<file path="src/rtl/qsel_pkg.sv">
package qsel_pkg;
  typedef struct packed {
    logic fill;
    logic promote;
  } qsel_strb_t;

  typedef enum logic [1:0] {
    ST_IDLE  = 2'd0,
    ST_QRY   = 2'd1,
    ST_WAIT  = 2'd2,
    ST_EVICT = 2'd3
  } qsel_st_t;
endpackage

</file>
<file path="src/rtl/qsel_setstate.sv">
module qsel_setstate
  import qsel_pkg::*;
#(
  parameter int WAYS  = 4,
  parameter int TAG_W = 8,
  localparam int WAY_W = (WAYS > 1) ? $clog2(WAYS) : 1
) (
  input  logic             clk,
  input  logic             rst_n,
  input  qsel_strb_t       strb,
  input  logic [WAY_W-1:0] selWay,
  input  logic [TAG_W-1:0] fillTag,
  output logic [WAY_W-1:0] lruWay,
  output logic [TAG_W-1:0] lruTag,
  output logic             allValid,
  output logic [WAY_W-1:0] freeWay
);
  logic [WAY_W-1:0] rankQ [WAYS];
  logic [TAG_W-1:0] tagQ  [WAYS];
  logic [WAYS-1:0]  validQ;
  logic [WAYS-1:0]  lruVec;
  logic [WAYS-1:0]  mruVec;

  generate
    for (genvar g = 0; g < WAYS; g++) begin : g_vec
      assign lruVec[g] = (rankQ[g] == WAY_W'(WAYS - 1));
      assign mruVec[g] = (rankQ[g] == '0);
    end
  endgenerate

  always_ff @(posedge clk) begin
    if (!rst_n) begin
      for (int i = 0; i < WAYS; i++) begin
        rankQ[i] <= WAY_W'(i);
        tagQ[i]  <= '0;
      end
      validQ <= '0;
    end else begin
      if (strb.fill || strb.promote) begin
        for (int i = 0; i < WAYS; i++) begin
          if (WAY_W'(i) == selWay) rankQ[i] <= '0;
          else if (rankQ[i] < rankQ[selWay]) rankQ[i] <= rankQ[i] + 1'b1;
        end
      end
      if (strb.fill) begin
        validQ[selWay] <= 1'b1;
        tagQ[selWay]   <= fillTag;
      end
    end
  end

  always_comb begin
    lruWay = '0;
    for (int i = 0; i < WAYS; i++)
      if (lruVec[i]) lruWay = WAY_W'(i);
  end
  assign lruTag   = tagQ[lruWay];
  assign allValid = &validQ;

  always_comb begin
    freeWay = '0;
    for (int i = WAYS - 1; i >= 0; i--)
      if (!validQ[i]) freeWay = WAY_W'(i);
  end

  AST_MRU_UNIQUE: assert property (@(posedge clk) disable iff (!rst_n)
    $countones(mruVec) == 1);
  AST_LRU_UNIQUE: assert property (@(posedge clk) disable iff (!rst_n)
    $countones(lruVec) == 1);
  AST_FILL_TO_MRU: assert property (@(posedge clk) disable iff (!rst_n)
    strb.fill |=> mruVec[$past(selWay)]);
endmodule

</file>
<file path="src/rtl/qsel_ctrl.sv">
module qsel_ctrl
  import qsel_pkg::*;
#(
  parameter int WAYS      = 4,
  parameter int TAG_W     = 8,
  parameter int MAX_TRIES = 2,
  localparam int WAY_W = (WAYS > 1) ? $clog2(WAYS) : 1,
  localparam int TRY_W = $clog2(MAX_TRIES + 1)
) (
  input  logic             clk,
  input  logic             rst_n,
  input  logic             missValid,
  input  logic [TAG_W-1:0] missTag,
  output logic             missReady,
  output logic             qryValid,
  input  logic             qryReady,
  input  logic             rspValid,
  input  logic             rspAccept,
  input  logic [WAY_W-1:0] lruWay,
  input  logic             allValid,
  input  logic [WAY_W-1:0] freeWay,
  output qsel_strb_t       strb,
  output logic [WAY_W-1:0] selWay,
  output logic [TAG_W-1:0] fillTag,
  output logic             doneValid,
  output logic [WAY_W-1:0] doneWay,
  output logic [TRY_W-1:0] doneTries,
  output logic             doneForced
);
  qsel_st_t         stQ;
  logic [WAY_W-1:0] candWay;
  logic [TRY_W-1:0] triesQ;
  logic [TAG_W-1:0] tagR;
  logic             lastTry;

  assign missReady = (stQ == ST_IDLE);
  assign qryValid  = (stQ == ST_QRY);
  assign lastTry   = (triesQ == TRY_W'(MAX_TRIES));

  always_comb begin
    strb    = '0;
    selWay  = candWay;
    fillTag = tagR;
    case (stQ)
      ST_IDLE: if (missValid && !allValid) begin
        strb.fill = 1'b1;
        selWay    = freeWay;
        fillTag   = missTag;
      end
      ST_WAIT: if (rspValid) begin
        if (rspAccept) strb.fill = 1'b1;
        else strb.promote = 1'b1;
      end
      ST_EVICT: begin
        strb.fill = 1'b1;
        selWay    = lruWay;
      end
      default: ;
    endcase
  end

  always_ff @(posedge clk) begin
    if (!rst_n) begin
      stQ        <= ST_IDLE;
      candWay    <= '0;
      triesQ     <= '0;
      tagR       <= '0;
      doneValid  <= 1'b0;
      doneWay    <= '0;
      doneTries  <= '0;
      doneForced <= 1'b0;
    end else begin
      doneValid <= 1'b0;
      case (stQ)
        ST_IDLE: if (missValid) begin
          tagR   <= missTag;
          triesQ <= '0;
          if (!allValid) begin
            doneValid  <= 1'b1;
            doneWay    <= freeWay;
            doneTries  <= '0;
            doneForced <= 1'b0;
          end else begin
            stQ <= ST_QRY;
          end
        end
        ST_QRY: if (qryReady) begin
          candWay <= lruWay;
          triesQ  <= triesQ + 1'b1;
          stQ     <= ST_WAIT;
        end
        ST_WAIT: if (rspValid) begin
          if (rspAccept) begin
            doneValid  <= 1'b1;
            doneWay    <= candWay;
            doneTries  <= triesQ;
            doneForced <= 1'b0;
            stQ        <= ST_IDLE;
          end else if (lastTry) begin
            stQ <= ST_EVICT;
          end else begin
            stQ <= ST_QRY;
          end
        end
        ST_EVICT: begin
          doneValid  <= 1'b1;
          doneWay    <= lruWay;
          doneTries  <= triesQ;
          doneForced <= 1'b1;
          stQ        <= ST_IDLE;
        end
        default: stQ <= ST_IDLE;
      endcase
    end
  end

  AST_QRY_HOLD: assert property (@(posedge clk) disable iff (!rst_n)
    qryValid && !qryReady |=> qryValid && $stable(lruWay));
  AST_QRY_ONLY_FULL: assert property (@(posedge clk) disable iff (!rst_n)
    qryValid |-> allValid);
  AST_FORCED_AT_LIMIT: assert property (@(posedge clk) disable iff (!rst_n)
    doneValid && doneForced |-> doneTries == TRY_W'(MAX_TRIES));
  AST_TRIES_CAP: assert property (@(posedge clk) disable iff (!rst_n)
    doneValid |-> doneTries <= TRY_W'(MAX_TRIES));
  AST_FREE_NO_TRY: assert property (@(posedge clk) disable iff (!rst_n)
    missReady && missValid && !allValid |=> doneValid && doneTries == '0);
endmodule

</file>
<file path="src/rtl/qsel_top.sv">
module qsel_top
  import qsel_pkg::*;
#(
  parameter int WAYS      = 4,
  parameter int TAG_W     = 8,
  parameter int MAX_TRIES = 2,
  localparam int WAY_W = (WAYS > 1) ? $clog2(WAYS) : 1,
  localparam int TRY_W = $clog2(MAX_TRIES + 1)
) (
  input  logic             clk,
  input  logic             rst_n,
  input  logic             missValid,
  input  logic [TAG_W-1:0] missTag,
  output logic             missReady,
  output logic             qryValid,
  input  logic             qryReady,
  output logic [WAY_W-1:0] qryWay,
  output logic [TAG_W-1:0] qryTag,
  input  logic             rspValid,
  input  logic             rspAccept,
  output logic             doneValid,
  output logic [WAY_W-1:0] doneWay,
  output logic [TRY_W-1:0] doneTries,
  output logic             doneForced
);
  qsel_strb_t       strb;
  logic [WAY_W-1:0] selWay;
  logic [TAG_W-1:0] fillTag;
  logic [WAY_W-1:0] lruWay;
  logic [TAG_W-1:0] lruTag;
  logic             allValid;
  logic [WAY_W-1:0] freeWay;

  qsel_ctrl #(.WAYS(WAYS), .TAG_W(TAG_W), .MAX_TRIES(MAX_TRIES)) ctrl_i (
    .clk(clk), .rst_n(rst_n),
    .missValid(missValid), .missTag(missTag), .missReady(missReady),
    .qryValid(qryValid), .qryReady(qryReady),
    .rspValid(rspValid), .rspAccept(rspAccept),
    .lruWay(lruWay), .allValid(allValid), .freeWay(freeWay),
    .strb(strb), .selWay(selWay), .fillTag(fillTag),
    .doneValid(doneValid), .doneWay(doneWay),
    .doneTries(doneTries), .doneForced(doneForced)
  );

  qsel_setstate #(.WAYS(WAYS), .TAG_W(TAG_W)) set_i (
    .clk(clk), .rst_n(rst_n),
    .strb(strb), .selWay(selWay), .fillTag(fillTag),
    .lruWay(lruWay), .lruTag(lruTag),
    .allValid(allValid), .freeWay(freeWay)
  );

  assign qryWay = lruWay;
  assign qryTag = lruTag;
endmodule

</file>
<file path="config.mk">
export PLATFORM = sky130hd
export DESIGN_NAME = qsel_top
export DESIGN_NICKNAME = d
export VERILOG_FILES = /design/src/rtl/qsel_pkg.sv /design/src/rtl/qsel_setstate.sv /design/src/rtl/qsel_ctrl.sv /design/src/rtl/qsel_top.sv
export SDC_FILE = /design/constraint.sdc
export NUM_CORES = 1
export LEC_CHECK = 0
export BUFFER_PORTS_ARGS = -buffer_cell sky130_fd_sc_hd__buf_4
export CORE_UTILIZATION = 59
export CTS_BUF_LIST = sky130_fd_sc_hd__clkbuf_8
export CTS_CLUSTER_DIAMETER = 50
export DETAILED_ROUTE_END_ITERATION = 10
export PLACE_DENSITY = 0.85
export SLEW_MARGIN = 10
export SYNTH_ARGS = -nofsm -noshare
export SYNTH_HDL_FRONTEND = slang
export SYNTH_HIERARCHICAL = 1
export SYNTH_SLANG_ARGS = --single-unit
</file>
<file path="constraint.sdc">
create_clock -name clk -period 7 [get_ports clk]
set_input_delay 0.35 -clock clk [delete_from_list [all_inputs] [get_ports clk]]
set_output_delay 0.35 -clock clk [all_outputs]
set_load 0.1 [all_outputs]
</file>
==> flow_summary.yaml, run 1 <==
outcome:
  status: "complete, no violations"
floorplanning:
  die_h_um: 78.7
  row_count: 27
  core-area_mm2: 0.00561
  start_util_pct: 62.0
  die_w_um: 78.7
  dieArea_mm2: 0.00620
  ioPinCount: 32
run:
  max-cap-violations: 0
timing:
  rsz0062_at_grt: "false"
  setup_tns_ns: 0
  hold_violations: 0
  max_freq_mhz: 262
  fin_crit_sh_pct: 54.4
  clock_skew_ns: 0.00673
  tightest_slew_ns: 1.09
  setup_viol: 0
  whs_ns: 0.272
  slew_viol_final: 0
  post-route-min-period_ns: 3.81
  setup_ws_ns: 3.19
  slew_headroom_pct: 26.4
finish:
  final_cell_mix: "41 x nand2_1, 40 x edfxtp_1, 35 x buf_4, 33 x nor2_1, 24 x dfxtp_1"
  area_growth_syn_to_layout_pct: 15.2
  fin_util_pct: 71.4
  final_net_count: 405
  diodes: 0
  seq_area_mm2: 0.00168
  fillCellCount: 420
  drive_above_1_share_pct: 20.3
  multiInputGateArea_mm2: 0.00163
  final_common_cell: "nand2_1"
route:
  drt-wirelength-per-cell_um: 16.7
  antenna_violating_nets_post_route: 0
  routed_wl_mm: 7.54
  drt-initial-drc-count: 213
  dr_total_vias: 2688
  dr.pass1.iters: 4
  via_per_inst: 5.95
  drc: 0
yosys:
  synthFlopType: "edfxtp_1"
  synthMuxAreaShare_pct: 9.58
  synth_seq_cells: 64
  syn_inst: 345
  synth_fa_ha_area_share_pct: 5.76
  synthArstFlopShare_pct: 0
  synth_top_family_by_area: "simple AND/OR/NAND/NOR gates"
  syn-num-nets: 375
  synthDistinctLibCells: 51
  yosys_warnings: 6
  synthXorXnorAreaFrac_pct: 0
  synth-simple-area-share_pct: 17.6
  synth_edf_count: 40
  avgSynthCellArea_um2: 10.1
  syn-cell-area_mm2: 0.00347
  ys_seq_area_share_pct: 48.4
  synth_compound_gate_area_share_pct: 14.0
global_routing:
  grt_pass1_wl_mm: 12.1
  grt_max_degree: 27
  grt_pass1_vias: 2482
  met3_usage_pct: 3.91
  overflow: 0
  grt_usage_pct: 26.1
  antenna_found_initial: 0
  grtUsageMet1_pct: 32.9
  grtUsageMet2_pct: 42.3
  top_usage_layer: "met2"
power:
  peakVddDrop_mv: 0.159
  p_per_area_mw_per_mm2: 244
  power_mw: 0.975
  p_leak_nw: 1.58
worst_setup_path:
  worst_ep_arrival_time_ns: 3.83
  crit_path_max_incr_delay_ns: 0.57
  worstPathRequired_ns: 7.01
  worst-path-max-fanout: 14
  critical_path_class: "reg -> reg"
  path_cells: "inv_1, ha_1, inv_2, nor2_4, a22oi_1, o21ai_0, buf_4, mux4_1, inv_1, ha_1, o311a_1, o31ai_1"
  end_kind: "flip-flop"
  cp_slowest_cell: "mux4_1"
  critPathLaunchType: "flip-flop"
cts:
  clk_latency_ns: 0.34
  clockBufferDepth: 2
  clock-root-buffer: "clkbuf_8"
  postCtsSetupRepairBufs: 0
  cts_max_level: 3
  cts_tree: "built"
  hold_buffers: 0
  clock-sinks: 64
  path_clk_slew_ns: 0.07
  cts_buffers: 9
  cts_resized: 0
placement:
  port_buffers: 31
  hpwlAfterDp_mm: 5.29
  preCtsSetupSlack_ns: 3.28
  gp_congestion: 0.849
worst_hold_path:
  hold_path.class: "in -> reg"
==> final cells by class <==
| type | instances | area share, % |
|---|---|---|
| Clock buffer | 10 | 3.44 |
| Sequential cell | 64 | 42.0 |
| Tap cell | 72 | 2.25 |
| Multi-Input combinational cell | 243 | 40.8 |
| Timing Repair Buffer | 35 | 6.57 |
| Inverter | 22 | 2.06 |
| Clock inverter | 6 | 2.85 |
==> metal layers <==
metal | part of all wire (%) | up-vias
met3 | 4.8 | 15
met4 | 2.2 | 0
li1 | - | 1303
met5 | 0 | -
met1 | 42 | 1287
met2 | 51 | 83
==> path summary, 6_finish.rpt <==
kind,from,end,slack (ns),depth (start not counted)
setup / recovery,ctrl_i/stQ[1],set_i/rankQ[3][0],3.19,12
setup reg to reg,ctrl_i/stQ[1],set_i/rankQ[3][0],3.19,12
hold reg to reg,ctrl_i/tagR[0],ctrl_i/tagR[0],0.46,2
hold / removal,missTag[4],ctrl_i/tagR[4],0.27,3
==> kinds of logic (layout without fill, tap and decap cells) <==
family | after synthesis | count (layout)
fa+ha+maj | 16 | 16
compound gates | 74 | 74
simple gates | 125 | 125
mux | 28 | 28
flops | 64 | 64
buf+inv | 38 | 73
==> metrics by stage <==
stage	area [um^2]	cells
3_3_place_gp	3750	436
2_1_floorplan	3470	345
4_1_cts	4000	452
3_5_place_dp	3750	436
6_report	4000	452
5_1_grt	4000	452
==> cells in the mapped netlist, drive strengths merged, types with 2 or more instances <==
master  instances  area [um^2]
nand2          41          154
edfxtp         40         1200
nor2           34          135
dfxtp          24          480
o21ai          23          115
inv            22         82.6
a21oi          21          109
nand3          19         95.1
ha             16          200
mux2           16          180
mux2i          10          100
buf             8         47.5
clkbuf          8         30.0
nand2b          7         43.8
nor2b           7         43.8
a21o            4         30.0
o21a            4         30.0
or3             4         25.0
and2            3         18.8
o311a           3         30.0
o311ai          3         26.3
a211oi          2         15.0
a21boi          2         15.0
a22oi           2         15.0
mux4            2         52.6
nand4b          2         32.5
o31ai           2         15.0
or2             2         12.5
==> registers in the layout, summed over array words and instances, names as in the netlist <==
name / cells
ctrl_i/candWay: 2
ctrl_i/doneForced: 1
ctrl_i/doneTries: 2
ctrl_i/doneValid: 1
ctrl_i/doneWay: 2
ctrl_i/stQ: 2
ctrl_i/tagR: 8
ctrl_i/triesQ: 2
set_i/rankQ: 8
set_i/tagQ: 32
set_i/validQ: 4
==> critical path, delay by kind of cell, from the launching register on <==
kind,cells,cell delay (ns)
compound gates,4,0.79
mux,1,0.57
flops,1,0.37
fa+ha+maj,2,0.77
buf+inv,4,0.70
simple gates,1,0.28
==> where the power goes <==
part / switching (mW) / leakage [nW] / total (mW) / internal, mW
registers: 0.00831 / 0.604 / 0.427 / 0.419
clock network: 0.152 / 0.127 / 0.400 / 0.248
logic: 0.100 / 0.848 / 0.147 / 0.0468
total: 0.261 / 1.58 / 0.975 / 0.714
No activity file was read; power rests on OpenSTA's default activity.
==> run 2, diff against run 1 <==
--- a/config.mk
+++ b/config.mk
@@ -5,8 +5,9 @@
 export SDC_FILE = /design/constraint.sdc
 export NUM_CORES = 1
 export LEC_CHECK = 0
+export ABC_AREA = 1
 export BUFFER_PORTS_ARGS = -buffer_cell sky130_fd_sc_hd__buf_4
-export CORE_UTILIZATION = 59
+export CORE_UTILIZATION = 56
 export CTS_BUF_LIST = sky130_fd_sc_hd__clkbuf_8
 export CTS_CLUSTER_DIAMETER = 50
 export DETAILED_ROUTE_END_ITERATION = 10
==> constraint.sdc (replaced) <==
create_clock -name clk -period 3.3 [get_ports clk]
set_input_delay 0.165 -clock clk [delete_from_list [all_inputs] [get_ports clk]]
set_output_delay 0.165 -clock clk [all_outputs]
set_load 0.1 [all_outputs]
==> flow_summary.yaml, run 2 <==
outcome:
  status: "complete, no violations"
yosys:
  synth.most_common_cell: "nand2_1"
  yosysTopAreaCellShare_pct: 34.2
  synthXorXnorAreaFrac_pct: 0.250
  synth_common_cells: "101 x nand2_1, 83 x nor2_1, 48 x inv_1"
  synth_edf_count: 40
  synth_compound_gate_area_share_pct: 9.70
  synth_top_family_by_area: "simple AND/OR/NAND/NOR gates"
  yosys_warnings: 6
  syn_inst: 432
  synthMuxAreaShare_pct: 0
  synth_seq_cells: 64
  ys_seq_area_share_pct: 47.9
  syn-cell-area_mm2: 0.00351
  yosysTopAreaCell: "edfxtp_1"
  synthFlopType: "edfxtp_1"
  synthArstFlopShare_pct: 0
  syn-num-nets: 462
  synthTopCellsByArea: "edfxtp_1 34%, dfxtp_1 14%, nand2_1 11%"
  synthDistinctLibCells: 34
  synth_fa_ha_area_share_pct: 5.71
  avgSynthCellArea_um2: 8.12
  synth-simple-area-share_pct: 28.4
timing:
  max_freq_mhz: 332
  fin_crit_sh_pct: 91.4
  setup_tns_ns: 0
  slew_headroom_pct: 70.8
  setup_viol: 0
  tightest_slew_ns: 0.437
  clock_skew_ns: 0.00944
  rsz0062_at_grt: "false"
  slew_viol_final: 0
  hold_violations: 0
  post-route-min-period_ns: 3.02
worst_hold_path:
  hold_path.class: "in -> reg"
  hold_depth: 3
global_routing:
  grt_max_degree: 31
  antenna_found_initial: 0
  grt_usage_pct: 25.3
  grt_pass1_vias: 2789
  overflow: 0
  grt_pass1_wl_mm: 12.4
placement:
  gp_congestion: 0.882
  port_buffers: 31
  post_dp_cell_area_mm2: 0.00380
  hpwlAfterDp_mm: 5.51
finish:
  largest_reg_flops: 32
  top_regs: "set_i/tagQ: 32 flops, ctrl_i/tagR: 8 flops, set_i/rankQ: 8 flops"
  final_net_count: 499
  final_common_cell: "nand2_1"
  fin_util_pct: 67.3
  area_growth_syn_to_layout_pct: 14.9
  largest_register: "set_i/tagQ"
  drive_above_1_share_pct: 18.4
  diodes: 0
  final_cell_mix: "101 x nand2_1, 82 x nor2_1, 48 x inv_1, 40 x edfxtp_1, 35 x buf_4"
  final_area_mm2: 0.00403
worst_setup_path:
  worstPathRequired_ns: 3.35
  crit_cells: 17
  cpMostUsedCell: "nand2_1"
  worst_ep_arrival_time_ns: 3.07
  critical_path_class: "reg -> reg"
  rr_worst_depth: 17
  critPathLaunchType: "flip-flop"
  crit_path_max_incr_delay_ns: 0.38
  cp_num_buf_inv: 3
  cp_slowest_cell: "dfxtp_1"
  path_cells: "inv_1, ha_1, nand2_2, inv_4, nand3_1, nand2_1, nand2_1, nand2_1, inv_2, nor2_1, a22oi_1, nand2_1, a21oi_2, ha_1, nor3_1, nand2_2, nand3_1"
  end_kind: "flip-flop"
  worst-path-max-fanout: 19
  cpLargestDelayFamily: "simple AND/OR/NAND/NOR gates"
cts:
  path_clk_slew_ns: 0.08
  cts_tree: "built"
  cts_max_level: 3
  clockBufferDepth: 2
  clock-sinks: 64
  clk_latency_ns: 0.34
  cts_buffers: 9
  clock-root-buffer: "clkbuf_8"
  postCtsSetupRepairBufs: 0
power:
  p_per_area_mw_per_mm2: 510
  peakVddDrop_mv: 0.365
  p_leak_nw: 1.90
route:
  dr_total_vias: 2955
  dr.pass1.iters: 5
  drc: 0
  antenna_violating_nets_post_route: 0
  via_per_inst: 5.38
  routed_wl_mm: 7.70
  drt-initial-drc-count: 197
  drt-wirelength-per-cell_um: 14.0
floorplanning:
  dieArea_mm2: 0.00659
  ioPinCount: 32
  row_count: 28
  core-area_mm2: 0.00599
  die_h_um: 81.2
  die_w_um: 81.2
  start_util_pct: 58.6
run:
  max-cap-violations: 0
[run 2: layout make-up]
| cell class | count | area [um^2] |
|---|---|---|
| clock buffer | 9 | 124 |
| clock inverter | 7 | 105 |
| fill | 467 | 1960 |
| inverter | 56 | 215 |
| multi-input combinational | 303 | 1550 |
| sequential | 64 | 1680 |
| tap | 75 | 93.8 |
| timing repair buffer | 35 | 263 |
[run 2: timing repair]
| action | 4_1_cts | 5_1_grt |
|---|---|---|
| resized for setup | 0 | 2 |
| setup endpoints to repair | 0 | 10 |
| hold buffers | 0 | 0 |
[run 2: worst register-to-register path: cells and delay by family (launching register included)]
family	cells	cell delay (ns)
adders and majority gates	2	0.44
AOI/OAI and AO/OA	2	0.14
and+or+nand+nor	10	1.32
buffers and inverters	3	0.45
DFF	1	0.38
[run 2: through the flow]
step | cells | setup slack [ns] | total power [mW] | hold WS (ns)
floorplan | 432 | 0.0570 | 1.22 | 0.330
global placement | 533 | 0.350 | 1.29 | 0.431
detailed placement | 533 | 0.239 | 1.31 | 0.440
CTS | 549 | 0.235 | 2.06 | 0.0883
global route | 549 | 0.0535 | 2.13 | 0.101
finish | 549 | 0.284 | 2.06 | 0.102
[run 2: layer usage]
layer  global-route usage [%]  up-vias  part of all wire (%)
met5                        0        -                     0
met4                     12.7        0                   2.5
met3                     4.83       18                   5.5
met2                     42.6       91                    49
met1                     30.8     1386                    43
li1                         -     1460                     -
[run 2: worst paths after layout]
kind                   start           endpoint  slack (ns)
max            ctrl_i/stQ[0]  set_i/rankQ[1][1]        0.28
min               missTag[1]     ctrl_i/tagR[1]        0.10
max reg2reg    ctrl_i/stQ[0]  set_i/rankQ[1][1]        0.28
min reg2reg  set_i/validQ[2]    set_i/validQ[2]        0.48
[run 2: report_power, final]
part           total [mW]  switching, mW  internal (mW)
Sequential          0.913         0.0203          0.893
Combinational       0.380          0.280         0.0998
Clock               0.762          0.328          0.434
[run 2: kinds of logic (layout without fill, tap and decap cells)]
family / Yosys count / count (layout)
xor gates and xnor gates: 1 / 1
adders and majority gates: 16 / 16
AOI/OAI and AO/OA: 54 / 54
buffers and inverters: 65 / 107
and+or+nand+nor: 232 / 232
DFF: 64 / 64
